===== config.mk =====
export PLATFORM = sky130hd
export DESIGN_NAME = dma_grant_arb
export DESIGN_NICKNAME = d
export VERILOG_FILES = /design/src/rtl/dma_grant_arb.sv
export SDC_FILE = /design/constraint.sdc
export NUM_CORES = 1
export LEC_CHECK = 0
export CAP_MARGIN = 20
export CELL_PAD_IN_SITES_DETAIL_PLACEMENT = 0
export CELL_PAD_IN_SITES_GLOBAL_PLACEMENT = 1
export CORE_MARGIN = 4
export CORE_UTILIZATION = 40
export CTS_BUF_LIST = sky130_fd_sc_hd__clkbuf_2
export DETAILED_ROUTE_END_ITERATION = 10
export DONT_BUFFER_PORTS = 1
export PLACE_DENSITY = 0.78
export SLEW_MARGIN = 40
export SYNTH_ARGS = -nofsm -noshare
export SYNTH_HDL_FRONTEND = slang
export SYNTH_SLANG_ARGS = --single-unit

===== constraint.sdc =====
create_clock -name clk -period 5.2 [get_ports clk]
set_input_delay 1.04 -clock clk [delete_from_list [all_inputs] [get_ports clk]]
set_output_delay 1.04 -clock clk [all_outputs]
set_load 0.05 [all_outputs]

===== src/rtl/dma_grant_arb.sv =====
module dma_grant_arb #(
  parameter int NCH = 8
) (
  input  logic           clk,
  input  logic           rst_n,
  input  logic           rr_en,
  input  logic           nmi_abort_en,
  input  logic           rmw_hold_en,
  input  logic [NCH-1:0] req,
  input  logic           xfer_done,
  input  logic           cpu_rmw,
  input  logic           nmi_evt,
  input  logic           nmi_done,
  output logic [NCH-1:0] gnt,
  output logic           bus_req,
  output logic [NCH-1:0] abort_pulse
);
  localparam int IW = (NCH > 1) ? $clog2(NCH) : 1;
  localparam logic [IW-1:0] TOP = IW'(NCH - 1);

  logic [NCH-1:0] gnt_q, abort_q;
  logic [IW-1:0]  last_q, base, win_idx;
  logic           win_ok, nmi_blk_q, nmi_hit, hold, idle, issue;

  assign nmi_hit = nmi_abort_en & nmi_evt;
  assign hold    = rmw_hold_en & cpu_rmw;
  assign idle    = (gnt_q == '0);
  assign base    = rr_en ? ((last_q == TOP) ? '0 : last_q + 1'b1) : '0;
  assign issue   = idle & win_ok & ~hold & ~nmi_blk_q & ~nmi_hit;

  always_comb begin
    win_ok  = 1'b0;
    win_idx = '0;
    for (int k = 0; k < NCH; k++) begin
      logic [IW:0] idx;
      idx = {1'b0, base} + (IW+1)'(k);
      if (idx >= (IW+1)'(NCH)) idx = idx - (IW+1)'(NCH);
      if (!win_ok && req[idx[IW-1:0]]) begin
        win_ok  = 1'b1;
        win_idx = idx[IW-1:0];
      end
    end
  end

  always_ff @(posedge clk or negedge rst_n) begin
    if (!rst_n) begin
      gnt_q     <= '0;
      abort_q   <= '0;
      last_q    <= TOP;
      nmi_blk_q <= 1'b0;
    end else begin
      abort_q <= '0;
      if (nmi_hit) begin
        abort_q   <= gnt_q;
        gnt_q     <= '0;
        nmi_blk_q <= 1'b1;
      end else begin
        if (nmi_done) nmi_blk_q <= 1'b0;
        if (!idle && xfer_done) gnt_q <= '0;
        else if (issue) begin
          gnt_q  <= NCH'(1) << win_idx;
          last_q <= win_idx;
        end
      end
    end
  end

  assign gnt         = gnt_q;
  assign bus_req     = |gnt_q;
  assign abort_pulse = abort_q;

  AST_GNT_ONEHOT: assert property (@(posedge clk) disable iff (!rst_n)
    $onehot0(gnt));
  AST_GNT_FROM_REQ: assert property (@(posedge clk) disable iff (!rst_n)
    $rose(bus_req) |-> (($past(req) & gnt) == gnt));
  AST_GNT_HELD: assert property (@(posedge clk) disable iff (!rst_n)
    (bus_req && !xfer_done && !nmi_hit) |=> (gnt == $past(gnt)));
  AST_RMW_HOLDOFF: assert property (@(posedge clk) disable iff (!rst_n)
    (!bus_req && rmw_hold_en && cpu_rmw) |=> !bus_req);
  AST_ABORT_ONE_CYCLE: assert property (@(posedge clk) disable iff (!rst_n)
    (abort_pulse != '0) |=> (abort_pulse == '0));
  AST_ABORT_TARGET: assert property (@(posedge clk) disable iff (!rst_n)
    (abort_pulse != '0) |-> ($past(gnt) == abort_pulse && !bus_req));
  AST_NMI_BLOCK: assert property (@(posedge clk) disable iff (!rst_n)
    (nmi_blk_q && !nmi_done) |=> !bus_req);
  AST_NMI_OFF: assert property (@(posedge clk) disable iff (!rst_n)
    !nmi_abort_en |=> (abort_pulse == '0));
endmodule


* Yosys cells after proc, flatten, opt, wreduce, memory -nomap -nowiden
Cells that the tools add are included.
** Word-level totals
- Bits of input ports :: 17
- Word-level logic and storage cells :: 117
- Register bits after elaboration :: 20
** Operators by class
- $add $sub $neg :: 16
- Reductions and logical operators :: 21
- Shifts and indexed selects :: 1
- Muxes and demuxes :: 48
- $lt $le $gt $ge :: 16
- Eq/ne operators :: 1
- Bitwise logic cells :: 10
** Operators by type and width (number)
- 3-bit 2-to-1 mux :: 18
- 3-bit by 4-bit less-than comparator with 1-bit output, second input constant :: 8
- 8-bit 2-to-1 mux :: 4
- 4-bit greater-or-equal comparator, second input constant :: 7
- 1-bit binary-select mux with 3-bit select :: 8
- 3-bit by 1-bit subtractor with 3-bit output, second input constant :: 8
- 1-bit 2-to-1 mux :: 18
- 3-bit by 3-bit adder with 4-bit output, second input constant :: 4
- 3-bit by 2-bit adder with 4-bit output, second input constant :: 2
- 1-bit logical AND :: 8
- 1-bit logical NOT :: 8
- 8-bit logical NOT :: 1
- 8-bit OR reduction :: 1
- 1-bit by 3-bit left shift with 8-bit output, first input constant :: 1
- 1-bit bitwise AND :: 6
- 3-bit by 1-bit adder with 4-bit output, second input constant :: 1
- 3-bit by 4-bit greater-or-equal comparator with 1-bit output, second input constant :: 1
- 1-bit inverter :: 4
- 3-bit by 1-bit adder with 3-bit output, second input constant :: 1
- 3-bit == test, second input constant :: 1
- 3-bit AND reduction :: 1
- 3-bit nonzero test :: 1
- 2-bit nonzero test :: 1

* Logic depth before layout (Yosys ltp)
Gate-level depths: netlist (run 1).
- Depth in word-level cells :: 36
- Gate-level depth with buffers :: 15
- Gate-level depth less buffers :: 14

* Worst setup path before layout (run 1)
Ideal clock, no wire load.
- Path type :: register to register
- Start point :: register last_q[0]
- End point :: register gnt_q[4], in the netlist gnt[4]
- Path slack :: 1.192 ns
- Clock period less this slack :: 4.008 ns
- Stages on the path, launching flop included :: 16
- Arrival :: 3.886 ns
- Path buffers :: 1
- Setup time :: 0.122 ns
- Required time :: 5.078 ns
- Cells stage by stage :: dfstp_2 > ha_1 > ha_1 > clkbuf_1 > nor2b_1 > nand2_1 > inv_2 > ha_1 > a21bo_2 > and2_1 > mux4_2 > a211oi_2 > nand3_2 > or3_1 > a31o_1 > a32o_1
** On the way
- Word-level cells in the longest chain between the ends :: 34
- Elaborated cells on any way between the ends :: 90
- Those cells by class :: add/sub (16); order compare (8); eq/ne (1); shift (1); mux (45); bitwise (4); reduce/logical (15)
** RTL lines
- start, declared :: RTL line 22 : logic [IW-1:0] last_q, base, win_idx;
- start signal, assigned :: RTL line 62 : last_q <= win_idx;
- 3-bit by 1-bit adder with 3-bit output / 3-bit == test (equally long branches) :: RTL line 28 : assign base = rr_en ? ((last_q == TOP) ? '0 : last_q + 1'b1) : '0;
- 3-bit 2-to-1 mux * (2 in series) :: RTL line 28
- branches (longest 31 deep; another with 3-bit by 1-bit adder with 4-bit output)
- end signal, assigned :: RTL line 61 : gnt_q <= NCH'(1) << win_idx;
- end, declared :: RTL line 21 : logic [NCH-1:0] gnt_q, abort_q;
Mark *: on every way between the ends. The select of a mux whose other input is x is not followed.
A chain may end at the register's enable or synchronous reset.

* Worst setup path in the final report (run 1)
- Start point :: register last_q[0]
- End point :: register gnt_q[3], in the netlist gnt[3]
The elaborated chain is that of the path after synthesis.

==> results of run 1 <==
worst paths after layout:
| check | start | end | slack, ns | cells after the start |
|---|---|---|---|---|
| worst max-delay path | last_q[0]$_DFFE_PN1P_ | gnt[3]$_DFFE_PN0P_ | 0.67 | 14 |
| worst min-delay path | rst_n | abort_pulse[1]$_DFF_PN0_ | 0.38 | 0 |
| worst max register to register | last_q[0]$_DFFE_PN1P_ | gnt[3]$_DFFE_PN0P_ | 0.67 | 14 |
| worst min register to register | last_q[1]$_DFFE_PN1P_ | last_q[1]$_DFFE_PN1P_ | 0.52 | 2 |
| max in group asynchronous | rst_n | last_q[1]$_DFFE_PN1P_ | 4.65 | 0 |
| min in group clk | last_q[1]$_DFFE_PN1P_ | last_q[1]$_DFFE_PN1P_ | 0.52 | 2 |
where the power goes:
part           total (mW)  leakage [nW]  switching, mW  internal (mW)
logic               0.897         0.525          0.559          0.338
clock network       0.114        0.0266         0.0472         0.0664
registers           0.290         0.265         0.0994          0.191
routing by layer:
layer,wire length (µm),vias up,track usage [%]
met2,2180,48,24.7
met1,2150,800,24.3
li1,-,792,-
met5,0,-,0
met3,197,6,2.27
met4,39,0,2.91
cell usage in the layout, fill, tap and decap left out, types with 5 or more instances in the layout:
| cell | n |
|---|---|
| nand2_1 | 17 |
| dfrtp_1 | 17 |
| and3_1 | 13 |
| mux2i_1 | 13 |
| o21ai_0 | 13 |
| nand3_1 | 8 |
| nor2_1 | 7 |
| mux2_2 | 7 |
| a32o_1 | 6 |
| a21oi_1 | 5 |
| a211oi_1 | 5 |
| a22oi_1 | 5 |
worst max-delay path, delay by kind of cell (launching register included):
kind,cells,cell delay [ns]
adder cells (fa/ha/maj),3,0.78
multiplexers,1,0.54
AO/OA/AOI/OAI,4,1.07
flip-flops,1,0.72
AND/OR/NAND/NOR,5,1.18
buffers and inverters,1,0.14
cell type report:
| class | instances | area [µm²] | area share [%] |
|---|---|---|---|
| multi-input cells | 167 | 1250 | 66.2 |
| flip-flops and latches | 20 | 504 | 26.8 |
| clock inverters | 1 | 30.0 | 1.59 |
| clock buffers | 3 | 15.0 | 0.797 |
| well taps | 52 | 65.1 | 3.46 |
| inverters | 5 | 21.3 | 1.13 |
metrics by stage:
stage / total power [mW] / hold slack, ns / cells / utilization, % / cell area [µm²]
6_report: 1.30 / 0.381 / 248 / 43.2 / 1880
4_1_cts: 1.29 / 0.366 / 248 / 43.2 / 1880
3_3_place_gp: 1.18 / 0.485 / 244 / 42.2 / 1840
2_1_floorplan: 1.01 / 0.461 / 200 / - / 1810
3_5_place_dp: 1.17 / 0.487 / 244 / 42.2 / 1840
5_1_grt: 1.40 / 0.333 / 248 / 43.2 / 1880
cell families (layout without fill, tap and decap cells):
logic type / Yosys count / in the layout
mux: 22 / 22
buf+inv: 13 / 9
flops: 20 / 20
fa+ha+maj: 4 / 4
compound gates: 72 / 72
simple gates: 67 / 67
xor+xnor: 2 / 2
sequential cells by signal, summed over array words and instances (netlist names):
register,flops
abort_pulse,8
gnt,8
last_q,3
nmi_blk_q,1
==> results by group, run 1 <==
STA
  • Final setup viols: 0
  • Tmin final: 4.53 ns
  • Hold Vio Cnt, Final: 0
  • Max Clk Rate: 0.221 GHz
  • Final Skew: 0.00510 ns
  • Max-slew violation count: 0
  • Final WS setup: 0.667 ns
  • Final period utilization: between 80% and 90%
  • Setup_tns: 0 ns
  • Max-slew headroom: 51.2%
  • RSZ-0062 raised after global routing: false
  • Slew @ Worst Pin: approximately 0.73 ns

Layout
  • Layout filler cell count: 425
  • Diode count: 0
  • Syn-to-layout area delta: 4.01%
  • Nets: 218
  • Layout cells sized above 1: between 10% and 20%

Run status
  • Outcome: completed

Yosys
  • Synth Area per Inst: 9.05 µm²
  • Xor/xnor share of the synthesized area: 0.968%
  • Adder-Cell Fraction of Synth Area: approximately 2.8%
  • Yosys cell types: 61
  • Post-synth EDFFs: 0
  • Mux cell area share after synthesis: 13.6%
  • Top FF cell, synth: dfrtp_1
  • Post-Synth Simple-Gate Area: 20.2%
  • Compound-Gate Fraction of Synth Area: approximately 31%
  • Largest family of logic cells by synthesized area: compound AO/OA/AOI/OAI gates
  • Synthesized area: 0.00181 mm²
  • Ys Warns: 0
  • Commonest cells post-synth: dfrtp_1, nand2_1, and3_1, mux2i_1, o21ai_0
  • Synth Instances: 200
  • Top cells by area, synth: dfrtp_1, mux2i_1, and3_1
  • FF+latch count, synth: 20
  • Synth area leader: dfrtp_1
  • Register area share after synthesis: 27.9%
  • Mapped Nets: 221
  • Async S/R FF share, synth: 100%
  • Yosys top cell area share: 23.5%

Drt
  • DRC violations left: 0
  • Via count: roughly 1.6k
  • Vias per cell: 6.64
  • Routed wire length per instance: 18.4 µm
  • DR iter-0 viols: 141
  • Final wirelength: 4560 µm
  • Drt pass-1 iters: 4
  • Post-route ant nets: 0

Setup path
  • Critical path fanouts, max: 14
  • Crit path kind: reg -> reg
  • CP max-delay cell: dfstp_2
  • Crit path DAT: 4.74 ns
  • Crit path largest cell delay: 0.72 ns
  • WP data required: 5.41 ns
  • CP Cell Sequence: ha_1 > ha_1 > nor2b_1 > nand2_1 > inv_2 > ha_1 > a21bo_2 > and2_1 > mux4_2 > a211oi_2 > nand3_2 > or3_1 > a31o_1 > o41ai_1
  • Top cell by count, worst path: ha_1
  • CP Launch Type: flip-flop
  • CP Capture Type: flip-flop

GRT
  • Gr usage total: between 10% and 20%
  • First-pass GRT wire length: around 7000 µm
  • Largest net degree at the start of global routing: 21
  • Vias in the first global route: about 1.4k
  • Congestion Overflow GR: 0
  • Number of antenna violations at the first check in global routing: 0

Floorplanning
  • Initial Utilization: roughly two fifths
  • I/O pins: 34
  • Core Area: 0.00435 mm²
  • Height of the chip: 75.3 µm
  • Die area: 0.00567 mm²
  • Die width: ~75 µm
  • Cell row count: 24

Pwr
  • Leakage dissipation: a little over 0.8 nW
  • VDD IR max: 177 µV
  • PD cells: 691 mW/mm²

Clock tree
  • H-tree depth: 1
  • Post_cts resized: 0
  • TritonCTS clock tree: done
  • CTS max path bufs: 2
  • CTS buffer count: 3
  • CTS Root Cell: clkbuf_2
  • Clk Latency, worst-skew pair: 0.31 ns
  • Postcts setup bufs: 0
  • Clock sink total: 20
  • Hold buffer count at CTS: 0
  • Clk slew on worst S/H paths: 0.19 ns

Placed design
  • Pre-CTS setup slack: 0.747 ns
  • DP HPWL: 3560 µm
  • PortBufs: 0
  • GPL Wtd Cong: 0.820

Min path
  • HP Class: in -> async

Job
  • Max cap viols: 0
Power figures use the tool's default switching activity.
==> run 2, diff against run 1 <==
- CELL_PAD_IN_SITES_DETAIL_PLACEMENT: 0 -> 1
==> results by group, run 2 (synthesis gave the netlist of run 1 again) <==
Floorplanning
  • Die width: 75.3 µm (unchanged)
  • Core Area: 0.00435 mm² (unchanged)
  • Initial Utilization: 41.6% (unchanged)
  • Cell row count: 24 (unchanged)
  • Die area: 0.00567 mm² (unchanged)
  • Height of the chip: 75.3 µm (unchanged)
  • I/O pins: 34 (unchanged)

Layout
  • Syn-to-layout area delta: 4.01% (unchanged)
  • Most frequent cells in the layout: nand2_1, dfrtp_1, and3_1, mux2i_1, o21ai_0 (unchanged)
  • Layout cells sized above 1: 14.3% (unchanged)
  • Layout filler cell count: 495 (was 425)
  • Diode count: 0 (unchanged)
  • Nets: 218 (unchanged)

Clock tree
  • Clk Latency, worst-skew pair: 0.32 ns (was 0.31 ns)
  • TritonCTS clock tree: done (unchanged)
  • CTS Root Cell: clkbuf_2 (unchanged)
  • Postcts setup bufs: 0 (unchanged)
  • Clk slew on worst S/H paths: 0.20 ns (was 0.19 ns)
  • Clock sink total: 20 (unchanged)
  • Post_cts resized: 0 (unchanged)
  • H-tree depth: 1 (unchanged)
  • CTS max path bufs: 2 (unchanged)
  • CTS buffer count: 3 (unchanged)
  • Hold buffer count at CTS: 0 (unchanged)

Setup path
  • CP Cell Sequence: ha_1 > ha_1 > nor2b_1 > nand2_1 > inv_2 > ha_1 > a21bo_2 > and2_1 > mux4_2 > a211oi_2 > nand3_2 > o31ai_1 > and2_1 > a32o_1 (was ha_1 > ha_1 > nor2b_1 > nand2_1 > inv_2 > ha_1 > a21bo_2 > and2_1 > mux4_2 > a211oi_2 > nand3_2 > or3_1 > a31o_1 > o41ai_1)
  • CP Capture Type: flip-flop (unchanged)
  • Crit path largest cell delay: 0.73 ns (was 0.72 ns)
  • Crit path kind: reg -> reg (unchanged)
  • Buf+Inv Stages, Crit Path: 1 (unchanged)
  • WP data required: 5.47 ns (was 5.41 ns)
  • CP Launch Type: flip-flop (unchanged)
  • Top cell by count, worst path: ha_1 (unchanged)
  • Critical path's top delay family: compound AO/OA/AOI/OAI gates (was simple AND/OR/NAND/NOR gates)
  • Critical path fanouts, max: 14 (unchanged)
  • Crit path DAT: 4.92 ns (was 4.74 ns)
  • CP max-delay cell: dfstp_2 (unchanged)
  • Worst R2R Setup Slack: 0.55 ns (was 0.67 ns)

STA
  • Slew @ Worst Pin: 0.742 ns (was 0.729 ns)
  • Final period utilization: 89.3% (was 87.2%)
  • Max-slew headroom: 50.3% (was 51.2%)
  • Max-slew violation count: 0 (unchanged)
  • Tmin final: 4.65 ns (was 4.53 ns)
  • Max Clk Rate: 0.215 GHz (was 0.221 GHz)
  • Final setup viols: 0 (unchanged)
  • Final WS setup: 0.555 ns (was 0.667 ns)
  • Hold slack: 0.366 ns (was 0.381 ns)
  • Hold Vio Cnt, Final: 0 (unchanged)
  • Final Skew: 0.00780 ns (was 0.00510 ns)
  • RSZ-0062 raised after global routing: false (unchanged)
  • Setup_tns: 0 ns (unchanged)

GRT
  • Vias in the first global route: 1647 (was 1441)
  • Gr usage total: 18.6% (was 16.1%)
  • Largest net degree at the start of global routing: 21 (unchanged)
  • Congestion Overflow GR: 0 (unchanged)
  • Number of antenna violations at the first check in global routing: 0 (unchanged)
  • First-pass GRT wire length: 8300 µm (was 7200 µm)

Pwr
  • Tot Pwr: 1.32 mW (was 1.30 mW)
  • Leakage dissipation: 0.817 nW (unchanged)
  • VDD IR max: 215 µV (was 177 µV)
  • PD cells: 703 mW/mm² (was 691 mW/mm²)

Run status
  • Outcome: completed (unchanged)

Placed design
  • DP HPWL: 4010 µm (was 3560 µm)
  • GPL Wtd Cong: 0.820 (unchanged)
  • PortBufs: 0 (unchanged)
  • Pre-CTS setup slack: 0.652 ns (was 0.747 ns)

Drt
  • Final wirelength: 5120 µm (was 4560 µm)
  • DRC violations left: 0 (unchanged)
  • Post-route ant nets: 0 (unchanged)
  • Vias per cell: 6.72 (was 6.64)
  • Drt pass-1 iters: 4 (unchanged)
  • DR iter-0 viols: 115 (was 141)
  • Routed wire length per instance: 20.6 µm (was 18.4 µm)
  • Via count: 1667 (was 1646)

Job
  • Max cap viols: 0 (unchanged)

Min path
  • HP Class: in -> async (unchanged)
run 2: final timing paths:
check / end / depth (start not counted) / start
min in group clk: last_q[1]$_DFFE_PN1P_ / 2 / last_q[1]$_DFFE_PN1P_
hold reg to reg: last_q[1]$_DFFE_PN1P_ / 2 / last_q[1]$_DFFE_PN1P_
max in group asynchronous: last_q[0]$_DFFE_PN1P_ / 0 / rst_n
setup / recovery: gnt[7]$_DFFE_PN0P_ / 14 / last_q[0]$_DFFE_PN1P_
hold / removal: gnt[5]$_DFFE_PN0P_ / 0 / rst_n
setup reg to reg: gnt[7]$_DFFE_PN0P_ / 14 / last_q[0]$_DFFE_PN1P_
run 2: where the power goes:
| group | total (mW) | switching (mW) | internal, mW | leakage, nW |
|---|---|---|---|---|
| Sequential | 0.292 | 0.102 | 0.191 | 0.265 |
| Clock | 0.117 | 0.0506 | 0.0663 | 0.0266 |
| Combinational | 0.916 | 0.577 | 0.339 | 0.525 |
| Total | 1.32 | 0.729 | 0.596 | 0.817 |
run 2: final cells by class:
cell class / instances / area, µm² / share of cell area (%)
Tap cell: 52 / 65.1 / 3.46
Clock buffer: 3 / 15.0 / 0.797
Multi-Input combinational cell: 167 / 1250 / 66.2
Sequential cell: 20 / 504 / 26.8
Clock inverter: 1 / 30.0 / 1.59
Inverter: 5 / 21.3 / 1.13
run 2: layer usage:
| metal | vias to the layer above | part of all wire (%) | track usage [%] |
|---|---|---|---|
| li1 | 790 | - | - |
| met1 | 836 | 50 | 27.4 |
| met2 | 39 | 47 | 29.2 |
| met3 | 2 | 3.2 | 3.20 |
| met4 | 0 | 0.27 | 2.72 |
| met5 | - | 0 | 0 |
run 2: through the flow:
| stage | utilization [%] | instance area, µm² | cells |
|---|---|---|---|
| after floorplan | - | 1810 | 200 |
| after global placement | 42.2 | 1840 | 244 |
| after detailed placement | 42.2 | 1840 | 244 |
| after CTS | 43.2 | 1880 | 248 |
| after global routing | 43.2 | 1880 | 248 |
| final | 43.2 | 1880 | 248 |
